**config.mk**
```make
export PLATFORM = sky130hd
export DESIGN_NAME = la_cmd_rx
export DESIGN_NICKNAME = d
export VERILOG_FILES = /design/src/rtl/la_cmd_pkg.sv /design/src/rtl/la_cmd_framer.sv /design/src/rtl/la_cmd_regs.sv /design/src/rtl/la_cmd_resp.sv /design/src/rtl/la_cmd_rx.sv
export SDC_FILE = /design/constraint.sdc
export NUM_CORES = 1
export LEC_CHECK = 0
export BUFFER_PORTS_ARGS = -buffer_cell sky130_fd_sc_hd__buf_2
export CORE_AREA = 4 4 248 250
export CTS_CLUSTER_SIZE = 25
export DETAILED_ROUTE_END_ITERATION = 12
export DIE_AREA = 0 0 252 254
export PLACE_DENSITY = 0.69
export SLEW_MARGIN = 20
export SYNTH_ARGS = -nofsm -noshare
export SYNTH_HDL_FRONTEND = slang
export SYNTH_HIERARCHICAL = 1
export SYNTH_SLANG_ARGS = --single-unit
```
**constraint.sdc**
```tcl
create_clock -name clk_i -period 5.05 [get_ports clk_i]
set_clock_uncertainty 0.1 [all_clocks]
set_input_delay 1.2625 -clock clk_i [delete_from_list [all_inputs] [get_ports clk_i]]
set_output_delay 1.2625 -clock clk_i [all_outputs]
set_load 0.05 [all_outputs]
```
**src/rtl/la_cmd_pkg.sv**
```systemverilog
package la_cmd_pkg;
  localparam logic [7:0] OP_RESET = 8'h00;
  localparam logic [7:0] OP_RUN   = 8'h01;
  localparam logic [7:0] OP_ID    = 8'h02;
  localparam logic [7:0] OP_META  = 8'h04;
  localparam logic [7:0] OP_DIV   = 8'h80;
  localparam logic [7:0] OP_RCNT  = 8'h81;
  localparam logic [7:0] OP_DCNT  = 8'h82;
  localparam logic [7:0] OP_FLAGS = 8'h83;
  localparam logic [1:0] TRIG_SEL = 2'b11;
  localparam int unsigned WORD_W  = 32;

  typedef enum logic [1:0] {
    K_MASK = 2'd0,
    K_VAL  = 2'd1,
    K_CFG  = 2'd2,
    K_EDGE = 2'd3
  } trig_kind_e;

  typedef enum logic [1:0] {
    RSP_IDLE = 2'd0,
    RSP_ID   = 2'd1,
    RSP_META = 2'd2
  } rsp_state_e;
endpackage

```
**src/rtl/la_cmd_framer.sv**
```systemverilog
module la_cmd_framer (
  input  logic        clk_i,
  input  logic        rst_ni,
  input  logic [7:0]  rx_data_i,
  input  logic        rx_valid_i,
  output logic        cmd_vld_o,
  output logic [7:0]  cmd_op_o,
  output logic [31:0] cmd_arg_o
);
  logic [2:0]  pos_q;
  logic [7:0]  op_q;
  logic [23:0] arg_q;

  always_ff @(posedge clk_i or negedge rst_ni) begin
    if (!rst_ni) begin
      pos_q     <= '0;
      op_q      <= '0;
      arg_q     <= '0;
      cmd_vld_o <= 1'b0;
      cmd_op_o  <= '0;
      cmd_arg_o <= '0;
    end else begin
      cmd_vld_o <= 1'b0;
      if (rx_valid_i) begin
        case (pos_q)
          3'd0: begin
            if (rx_data_i[7]) begin
              op_q  <= rx_data_i;
              arg_q <= '0;
              pos_q <= 3'd1;
            end else begin
              cmd_vld_o <= 1'b1;
              cmd_op_o  <= rx_data_i;
              cmd_arg_o <= '0;
            end
          end
          3'd1: begin arg_q[7:0]   <= rx_data_i; pos_q <= 3'd2; end
          3'd2: begin arg_q[15:8]  <= rx_data_i; pos_q <= 3'd3; end
          3'd3: begin arg_q[23:16] <= rx_data_i; pos_q <= 3'd4; end
          default: begin
            cmd_vld_o <= 1'b1;
            cmd_op_o  <= op_q;
            cmd_arg_o <= {rx_data_i, arg_q};
            pos_q     <= 3'd0;
          end
        endcase
      end
    end
  end
endmodule

```
**src/rtl/la_cmd_regs.sv**
```systemverilog
module la_cmd_regs
  import la_cmd_pkg::*;
#(
  parameter int unsigned NUM_STAGES = 4,
  parameter int unsigned DIV_W      = 24,
  parameter int unsigned CNT_W      = 32,
  parameter int unsigned FLAG_W     = 16,
  localparam int unsigned TRIG_W    = NUM_STAGES * WORD_W
) (
  input  logic              clk_i,
  input  logic              rst_ni,
  input  logic              cmd_vld_i,
  input  logic [7:0]        cmd_op_i,
  input  logic [31:0]       cmd_arg_i,
  input  logic              done_i,
  output logic              id_req_o,
  output logic              meta_req_o,
  output logic              flush_o,
  output logic              run_o,
  output logic              abort_o,
  output logic              armed_o,
  output logic [DIV_W-1:0]  divider_o,
  output logic [CNT_W-1:0]  read_cnt_o,
  output logic [CNT_W-1:0]  delay_cnt_o,
  output logic [FLAG_W-1:0] flags_o,
  output logic [TRIG_W-1:0] trig_mask_o,
  output logic [TRIG_W-1:0] trig_value_o,
  output logic [TRIG_W-1:0] trig_cfg_o,
  output logic [TRIG_W-1:0] trig_edge_o
);
  logic is_run, is_rst;
  logic trig_sel;

  assign is_run     = cmd_vld_i && (cmd_op_i == OP_RUN);
  assign is_rst     = cmd_vld_i && (cmd_op_i == OP_RESET);
  assign id_req_o   = cmd_vld_i && (cmd_op_i == OP_ID);
  assign meta_req_o = cmd_vld_i && (cmd_op_i == OP_META);
  assign flush_o    = is_rst;
  assign trig_sel   = cmd_vld_i && (cmd_op_i[7:6] == TRIG_SEL);

  always_ff @(posedge clk_i or negedge rst_ni) begin
    if (!rst_ni) begin
      run_o   <= 1'b0;
      abort_o <= 1'b0;
      armed_o <= 1'b0;
    end else begin
      run_o   <= is_run;
      abort_o <= is_rst;
      if (is_run)               armed_o <= 1'b1;
      else if (is_rst || done_i) armed_o <= 1'b0;
    end
  end

  always_ff @(posedge clk_i or negedge rst_ni) begin
    if (!rst_ni) begin
      divider_o   <= '0;
      read_cnt_o  <= '0;
      delay_cnt_o <= '0;
      flags_o     <= '0;
    end else if (cmd_vld_i) begin
      case (cmd_op_i)
        OP_DIV:   divider_o   <= cmd_arg_i[DIV_W-1:0];
        OP_RCNT:  read_cnt_o  <= cmd_arg_i[CNT_W-1:0];
        OP_DCNT:  delay_cnt_o <= cmd_arg_i[CNT_W-1:0];
        OP_FLAGS: flags_o     <= cmd_arg_i[FLAG_W-1:0];
        default: ;
      endcase
    end
  end

  for (genvar s = 0; s < NUM_STAGES; s++) begin : g_stage
    logic              hit;
    logic [WORD_W-1:0] mask_q, val_q, cfg_q, edge_q;

    assign hit = trig_sel && (cmd_op_i[5:2] == 4'(s));

    always_ff @(posedge clk_i or negedge rst_ni) begin
      if (!rst_ni) begin
        mask_q <= '0;
        val_q  <= '0;
        cfg_q  <= '0;
        edge_q <= '0;
      end else if (hit) begin
        case (trig_kind_e'(cmd_op_i[1:0]))
          K_MASK: mask_q <= cmd_arg_i;
          K_VAL:  val_q  <= cmd_arg_i;
          K_CFG:  cfg_q  <= cmd_arg_i;
          default: edge_q <= cmd_arg_i;
        endcase
      end
    end

    assign trig_mask_o[s*WORD_W +: WORD_W]  = mask_q;
    assign trig_value_o[s*WORD_W +: WORD_W] = val_q;
    assign trig_cfg_o[s*WORD_W +: WORD_W]   = cfg_q;
    assign trig_edge_o[s*WORD_W +: WORD_W]  = edge_q;
  end
endmodule

```
**src/rtl/la_cmd_resp.sv**
```systemverilog
module la_cmd_resp
  import la_cmd_pkg::*;
#(
  parameter logic [31:0] MEM_BYTES   = 32'h0000_6000,
  parameter logic [31:0] MAX_RATE_HZ = 32'd100_000_000,
  parameter logic [7:0]  NUM_PROBES  = 8'd32,
  parameter logic [7:0]  PROTO_VER   = 8'd2
) (
  input  logic       clk_i,
  input  logic       rst_ni,
  input  logic       id_req_i,
  input  logic       meta_req_i,
  input  logic       flush_i,
  output logic [7:0] tx_data_o,
  output logic       tx_valid_o,
  input  logic       tx_ready_i
);
  localparam int unsigned META_LEN = 22;
  localparam int unsigned ID_LEN   = 4;
  localparam int unsigned IDX_W    = $clog2(META_LEN);

  rsp_state_e       state_q;
  logic [IDX_W-1:0] idx_q;
  logic             last;

  function automatic logic [7:0] meta_byte(input logic [IDX_W-1:0] i);
    case (i)
      5'd0:  return 8'h01;
      5'd1:  return "L";
      5'd2:  return "A";
      5'd3:  return "C";
      5'd4:  return "M";
      5'd5:  return "D";
      5'd6:  return 8'h00;
      5'd7:  return 8'h21;
      5'd8:  return MEM_BYTES[31:24];
      5'd9:  return MEM_BYTES[23:16];
      5'd10: return MEM_BYTES[15:8];
      5'd11: return MEM_BYTES[7:0];
      5'd12: return 8'h23;
      5'd13: return MAX_RATE_HZ[31:24];
      5'd14: return MAX_RATE_HZ[23:16];
      5'd15: return MAX_RATE_HZ[15:8];
      5'd16: return MAX_RATE_HZ[7:0];
      5'd17: return 8'h40;
      5'd18: return NUM_PROBES;
      5'd19: return 8'h41;
      5'd20: return PROTO_VER;
      default: return 8'h00;
    endcase
  endfunction

  function automatic logic [7:0] id_byte(input logic [IDX_W-1:0] i);
    case (i)
      5'd0:    return "1";
      5'd1:    return "S";
      5'd2:    return "L";
      default: return "O";
    endcase
  endfunction

  assign tx_valid_o = (state_q != RSP_IDLE);
  assign tx_data_o  = (state_q == RSP_META) ? meta_byte(idx_q) :
                      (state_q == RSP_ID)   ? id_byte(idx_q)   : 8'h00;
  assign last = ((state_q == RSP_ID)   && (idx_q == IDX_W'(ID_LEN - 1))) ||
                ((state_q == RSP_META) && (idx_q == IDX_W'(META_LEN - 1)));

  always_ff @(posedge clk_i or negedge rst_ni) begin
    if (!rst_ni) begin
      state_q <= RSP_IDLE;
      idx_q   <= '0;
    end else if (flush_i) begin
      state_q <= RSP_IDLE;
      idx_q   <= '0;
    end else if (state_q == RSP_IDLE) begin
      idx_q <= '0;
      if (id_req_i)        state_q <= RSP_ID;
      else if (meta_req_i) state_q <= RSP_META;
    end else if (tx_ready_i) begin
      if (last) begin
        state_q <= RSP_IDLE;
        idx_q   <= '0;
      end else begin
        idx_q <= idx_q + 1'b1;
      end
    end
  end
endmodule

```
**src/rtl/la_cmd_rx.sv**
```systemverilog
module la_cmd_rx
  import la_cmd_pkg::*;
#(
  parameter int unsigned NUM_STAGES  = 4,
  parameter int unsigned DIV_W       = 24,
  parameter int unsigned CNT_W       = 32,
  parameter int unsigned FLAG_W      = 16,
  parameter logic [31:0] MEM_BYTES   = 32'h0000_6000,
  parameter logic [31:0] MAX_RATE_HZ = 32'd100_000_000,
  parameter logic [7:0]  NUM_PROBES  = 8'd32,
  parameter logic [7:0]  PROTO_VER   = 8'd2,
  localparam int unsigned TRIG_W     = NUM_STAGES * 32
) (
  input  logic              clk_i,
  input  logic              rst_ni,
  input  logic [7:0]        rx_data_i,
  input  logic              rx_valid_i,
  output logic [7:0]        tx_data_o,
  output logic              tx_valid_o,
  input  logic              tx_ready_i,
  input  logic              done_i,
  output logic              run_o,
  output logic              abort_o,
  output logic              armed_o,
  output logic [DIV_W-1:0]  divider_o,
  output logic [CNT_W-1:0]  read_cnt_o,
  output logic [CNT_W-1:0]  delay_cnt_o,
  output logic [FLAG_W-1:0] flags_o,
  output logic [TRIG_W-1:0] trig_mask_o,
  output logic [TRIG_W-1:0] trig_value_o,
  output logic [TRIG_W-1:0] trig_cfg_o,
  output logic [TRIG_W-1:0] trig_edge_o
);
  logic        cmd_vld;
  logic [7:0]  cmd_op;
  logic [31:0] cmd_arg;
  logic        id_req, meta_req, flush;

  la_cmd_framer u_framer (
    .clk_i      (clk_i),
    .rst_ni     (rst_ni),
    .rx_data_i  (rx_data_i),
    .rx_valid_i (rx_valid_i),
    .cmd_vld_o  (cmd_vld),
    .cmd_op_o   (cmd_op),
    .cmd_arg_o  (cmd_arg)
  );

  la_cmd_regs #(
    .NUM_STAGES (NUM_STAGES),
    .DIV_W      (DIV_W),
    .CNT_W      (CNT_W),
    .FLAG_W     (FLAG_W)
  ) u_regs (
    .clk_i        (clk_i),
    .rst_ni       (rst_ni),
    .cmd_vld_i    (cmd_vld),
    .cmd_op_i     (cmd_op),
    .cmd_arg_i    (cmd_arg),
    .done_i       (done_i),
    .id_req_o     (id_req),
    .meta_req_o   (meta_req),
    .flush_o      (flush),
    .run_o        (run_o),
    .abort_o      (abort_o),
    .armed_o      (armed_o),
    .divider_o    (divider_o),
    .read_cnt_o   (read_cnt_o),
    .delay_cnt_o  (delay_cnt_o),
    .flags_o      (flags_o),
    .trig_mask_o  (trig_mask_o),
    .trig_value_o (trig_value_o),
    .trig_cfg_o   (trig_cfg_o),
    .trig_edge_o  (trig_edge_o)
  );

  la_cmd_resp #(
    .MEM_BYTES   (MEM_BYTES),
    .MAX_RATE_HZ (MAX_RATE_HZ),
    .NUM_PROBES  (NUM_PROBES),
    .PROTO_VER   (PROTO_VER)
  ) u_resp (
    .clk_i      (clk_i),
    .rst_ni     (rst_ni),
    .id_req_i   (id_req),
    .meta_req_i (meta_req),
    .flush_i    (flush),
    .tx_data_o  (tx_data_o),
    .tx_valid_o (tx_valid_o),
    .tx_ready_i (tx_ready_i)
  );
endmodule

```
# == After elaboration in Yosys (flattened, before gate mapping) ==
# Memories as Yosys holds them, arrays and structs flattened.
# Cells that the tools add are included.
# totals
register_bits,702
rom_bits,256
in_bits,13
out_inout_bits,628
wordCells,145
memories,1
# classes
add_sub_neg,1
n_eq_ne,25
n_mux,28
n_bitwise,2
reduce_logical,55
# mem_list
memory,depth,word_bits,read_ports,rd_ports_with_merged_regs,write_ports,line_no,source
(name not given),32,8,1,0,0,la_cmd_resp.sv:27,case (i)
# ops
cell,n
32-bit one-hot mux with 2 select lines,1
8-bit one-hot mux with 2 select lines,4
2-bit AND reduction,21
8-bit == test (second input constant),4
32-bit 2-to-1 mux,1
24-bit 2-to-1 mux,1
7-bit one-hot mux with 3 select lines,1
5-bit 2-to-1 mux,4
3-bit AND reduction,6
8-bit 2-to-1 mux,2
2-bit 2-to-1 mux,6
3-bit one-hot mux with 4 select lines,1
1-bit logical AND,11
5-bit by 2-bit == test with 1-bit output (second input constant),2
2-bit nonzero test,5
4-bit by 2-bit == test with 1-bit output (second input constant),2
8-bit by 1-bit == test with 1-bit output (second input constant),1
8-bit by 2-bit == test with 1-bit output (second input constant),1
8-bit by 3-bit == test with 1-bit output (second input constant),1
8-bit logical NOT,1
7-bit 2-to-1 mux,1
2-bit == test (second input constant),3
3-bit by 2-bit == test with 1-bit output (second input constant),2
3-bit nonzero test,2
18 further kinds,27

# == Depth between registers and ports, before layout ==
# depth
depth_word,7
mapped_depth,7
ltp_nobuf,6

# == By module ==
# Netlist, hierarchy kept.
# by_module_without_submodules
mod,n_inst,cells_each,area_per_inst_um2,seq_area_each_um2
la_cmd_regs,1,1396,23301.1,15489.9
la_cmd_framer,1,211,2894.0,1901.8
la_cmd_resp,1,93,742.0,175.2

# == Least setup slack after synthesis ==
# OpenSTA, ideal clock, no wires.
# synth_path
kind,reg-to-output
start,reg u_resp.idx_q[1]
end,out tx_data_o[3]
arrival_ps,2478
required_time_ps,3688
setup_slack_ps,1209
stages_incl_launch_ff,5
cell_sequence,dfrtp_1 > inv_1 > ha_1 > mux2i_1 > o41ai_1
# synth_between
elab_chain_len,4
word_cells_on_any_way,7
# synth_rtl
element,line_no,source
start: declaration,la_cmd_resp.sv:23,logic [IDX_W-1:0] idx_q;
start signal: assignment,la_cmd_resp.sv:84,idx_q <= idx_q + 1'b1;
"parallel branches: the longest is 3 deep, another holds memory 32 x 8 bit",n/a,
8-bit 2-to-1 mux *,la_cmd_resp.sv:63,assign tx_data_o = (state_q == RSP_META) ? meta_byte(idx_q) :
end: declaration,la_cmd_rx.sv:18,"output logic [7:0] tx_data_o,"
# Every way passes the cells marked *.

# == Worst setup path in the final report ==
# layout_path
start,reg u_resp.idx_q[3]
end,out tx_data_o[2]
# The elaborated chain is that of the path after synthesis.

==> key figures <==
Worst hold path
  – Hold crit path type: reg -> reg

Cells and area
  – Multi-input gate area: 8740 um^2
  – Design Area, Final: 33400 um^2
  – Fill cells: 4747
  – Fraction of layout cells with a size suffix above 1: 60.5%
  – P&R area growth vs syn: 23.9%
  – Final net count: 2332
  – Flip-flop and latch area: 17600 um^2

Clock network
  – Worst skew pair latency: 600 ps
  – Total CTS buffers: 76
  – Longest Clk Path Bufs: 3
  – Clock sink count: 702
  – CTS tree: done
  – Post-cts repair resize count: 0
  – H-tree depth: 3
  – Clock root cell: clkbuf_16
  – # Post-CTS Setup Buffers: 0
  – Cts hold-fix bufs: 0
  – Clock-pin slew on the worst setup and hold paths: 60 ps

Detailed routing
  – Via count: 17.2k
  – Iteration-0 DRC Markers: 832
  – Drt wl/cell: 26.3 um
  – DRC: 0
  – DR vias/cell: 5.46
  – Post-route ant nets: 0
  – Initial DRT Pass Iterations: 5
  – Final wirelength: 82.7 mm

Worst setup path
  – Crit path DAT: 2660 ps
  – CP Launch Type: flop
  – Critical path class: reg -> out
  – Slowest cell on the critical path: dfrtp_1
  – Crit-path cells: nor3_1 -> o21ai_0 -> o21ai_0 -> o31ai_1 -> buf_2
  – Cell mode on critical path: o21ai_0
  – Peak fanout along the critical path: 17
  – CP endpoint kind: output pin
  – Max incr delay on CP: 600 ps
  – Critical Path RT: 3690 ps

Placed design
  – Area after DPL: 30800 um^2
  – I/O Buffers: 640
  – Dpl hpwl: 57.2 mm
  – Final Wtd Congestion: 0.892

Outcome
  – Status: finished clean

Timing
  – Hold Vio Cnt, Final: 0
  – Max Clk Rate: 0.249 GHz
  – Slew @ Worst Pin: 1160 ps
  – Final setup fails: 0
  – Fin Setup TNS: 0 ps
  – Tcrit/Tclk final: 79.6%
  – Final Slew Violations: 0
  – Worst slew margin: 22.6%
  – Post-layout min period: 4020 ps
  – RSZ-0062 raised after global routing: false

Logic synthesis
  – Synth warn: 6
  – Yosys reg bits: 702
  – Asr flop ratio synth: 100%
  – Post-synth EDFFs: 0
  – Post-synth top flop: dfrtp_1
  – Average size of a mapped cell: 15.8 um^2
  – Gate Count Post-Synth: 1700
  – Mapped Area: 26900 um^2
  – Syn nets: 1719
  – Netlist cell types: 63
  – Sequential fraction of the synthesis area: 65.2%

Die
  – Core region area: 59000 um^2
  – Die Footprint: 64000 um^2
  – Site Rows: 89
  – Initial Util: 45.6%
  – Die Y: 254 um
  – Io pins: 641
  – Die width: 252 um

Pwr
  – Lkg Pwr: 18.9 nW
  – Worst VDD drop: 0.259 mV
  – PD cells: 409 nW/um^2

GRT
  – Largest net degree at the start of global routing: 106
  – Vias in the first global route: 18.1k
  – Grt ovf: 0
  – Initial antenna violation count: 6
  – Global-route wire length before repair: 122 mm
  – GRT Resource Usage Total: 25.2%

Job
  – Max-cap viol count: 0
state kept, by name, summed over array words and instances (netlist names), 16 cells and up:
register               flops
u_regs/g_stage.edge_q    128
u_framer/cmd_arg_o        32
u_regs/flags_o            16
u_regs/divider_o          24
u_regs/g_stage.cfg_q     128
u_regs/delay_cnt_o        32
u_regs/read_cnt_o         32
u_regs/g_stage.mask_q    128
u_framer/arg_q            24
u_regs/g_stage.val_q     128
synthesized netlist by cell type, types with 3 or more instances:
library cell / count / area, um^2
nor2_1: 17 / 63.8
nor3_1: 8 / 40.0
buf_6: 9 / 101
dfrtp_1: 702 / 17600
ha_1: 6 / 75.1
nand2_1: 22 / 82.6
a21oi_1: 3 / 15.0
nor2b_1: 4 / 25.0
a22o_1: 48 / 420
nand4_1: 5 / 31.3
o221a_2: 7 / 78.8
mux2_1: 19 / 214
buf_2: 61 / 305
a32oi_1: 3 / 26.3
inv_1: 10 / 37.5
or3_1: 4 / 25.0
a31oi_1: 3 / 18.8
and2_1: 3 / 18.8
mux2_2: 603 / 6790
o21ai_0: 15 / 75.1
nand3_1: 9 / 45.0
or2_2: 3 / 18.8
buf_1: 9 / 33.8
clkbuf_1: 57 / 214
nand2b_1: 11 / 68.8
nor3_2: 8 / 80.1
per-layer routing:
layer | vias to the layer above | part of all wire (%) | track usage (%)
met2 | 643 | 50 | 42.1
met1 | 9096 | 40 | 31.9
met5 | - | 0.059 | 0
li1 | 7270 | - | -
met3 | 169 | 6.1 | 5.43
met4 | 8 | 4.1 | 11.1
cell type report:
cell class              count  area share [%]
clock buffers             117            6.86
diodes                      2          0.0150
flip-flops and latches    702            52.6
multi-input cells         848            26.2
well taps                 773            2.90
repair buffers            674            10.5
clock inverters            20           0.739
inverters                  11           0.124
through the flow:
step	utilization, %	total power, W	hold WS, ps	worst slack [ps]	instances
finish	56.6	0.0137	386	1030	3147
global route	56.5	0.0142	401	930	3145
CTS	56.5	0.0138	389	1120	3145
detailed placement	52.2	0.00822	369	1780	3008
global placement	52.2	0.00816	365	1790	3008
floorplan	-	0.00733	340	1210	1700
cell usage in the layout (no fill, tap or decap), types with 4 or more instances in the layout:
master / count
clkbuf_8: 17
buf_12: 4
nand2_1: 22
bufinv_16: 4
buf_4: 30
nor3_4: 8
nand3_2: 7
o221a_2: 7
ha_1: 6
nor2b_1: 4
mux2_1: 19
clkbuf_1: 21
clkinv_2: 7
buf_2: 639
nand4_1: 5
clkbuf_16: 79
nor2_1: 17
o21ai_0: 15
nand2b_1: 11
a22o_1: 48
inv_1: 10
mux2_2: 603
nor3_1: 8
dfrtp_1: 700
kinds of logic after synthesis:
logic type / count (synthesis) / share of synthesized area, %
buf+inv: 150 / 2.65
xor+xnor: 4 / 0.130
fa+ha+maj: 6 / 0.279
flops: 702 / 65.2
simple gates: 117 / 2.76
mux: 624 / 26.1
compound gates: 97 / 2.87
power by group:
part / internal [W] / switching [W]
logic: 0.000424 / 0.000676
clock network: 0.00334 / 0.00223
registers: 0.00590 / 0.00109
final timing paths:
path,start,end,cells past startpoint,slack (ps)
max,u_resp/idx_q[3]$_DFFE_PN0P_,tx_data_o[2],5,1030
min,u_regs/g_stage[2].edge_q[4]$_DFFE_PN0P_,u_regs/g_stage[2].edge_q[4]$_DFFE_PN0P_,1,390
max reg2reg,u_framer/cmd_op_o[3]$_DFFE_PN0P_,u_regs/divider_o[2]$_DFFE_PN0P_,3,2120
min reg2reg,u_regs/g_stage[2].edge_q[4]$_DFFE_PN0P_,u_regs/g_stage[2].edge_q[4]$_DFFE_PN0P_,1,390
max in group asynchronous,rst_ni,u_framer/cmd_arg_o[19]$_DFFE_PN0P_,2,3110
min in group asynchronous,rst_ni,u_regs/delay_cnt_o[5]$_DFFE_PN0P_,1,630
critical path: cells and delay by family, from the launching register on:
kind / cells / cell delay, ps
simple gates: 1 / 560
compound gates: 3 / 670
buf+inv: 1 / 230
flops: 1 / 600
Note: power is estimated with default switching activity, not from simulation.
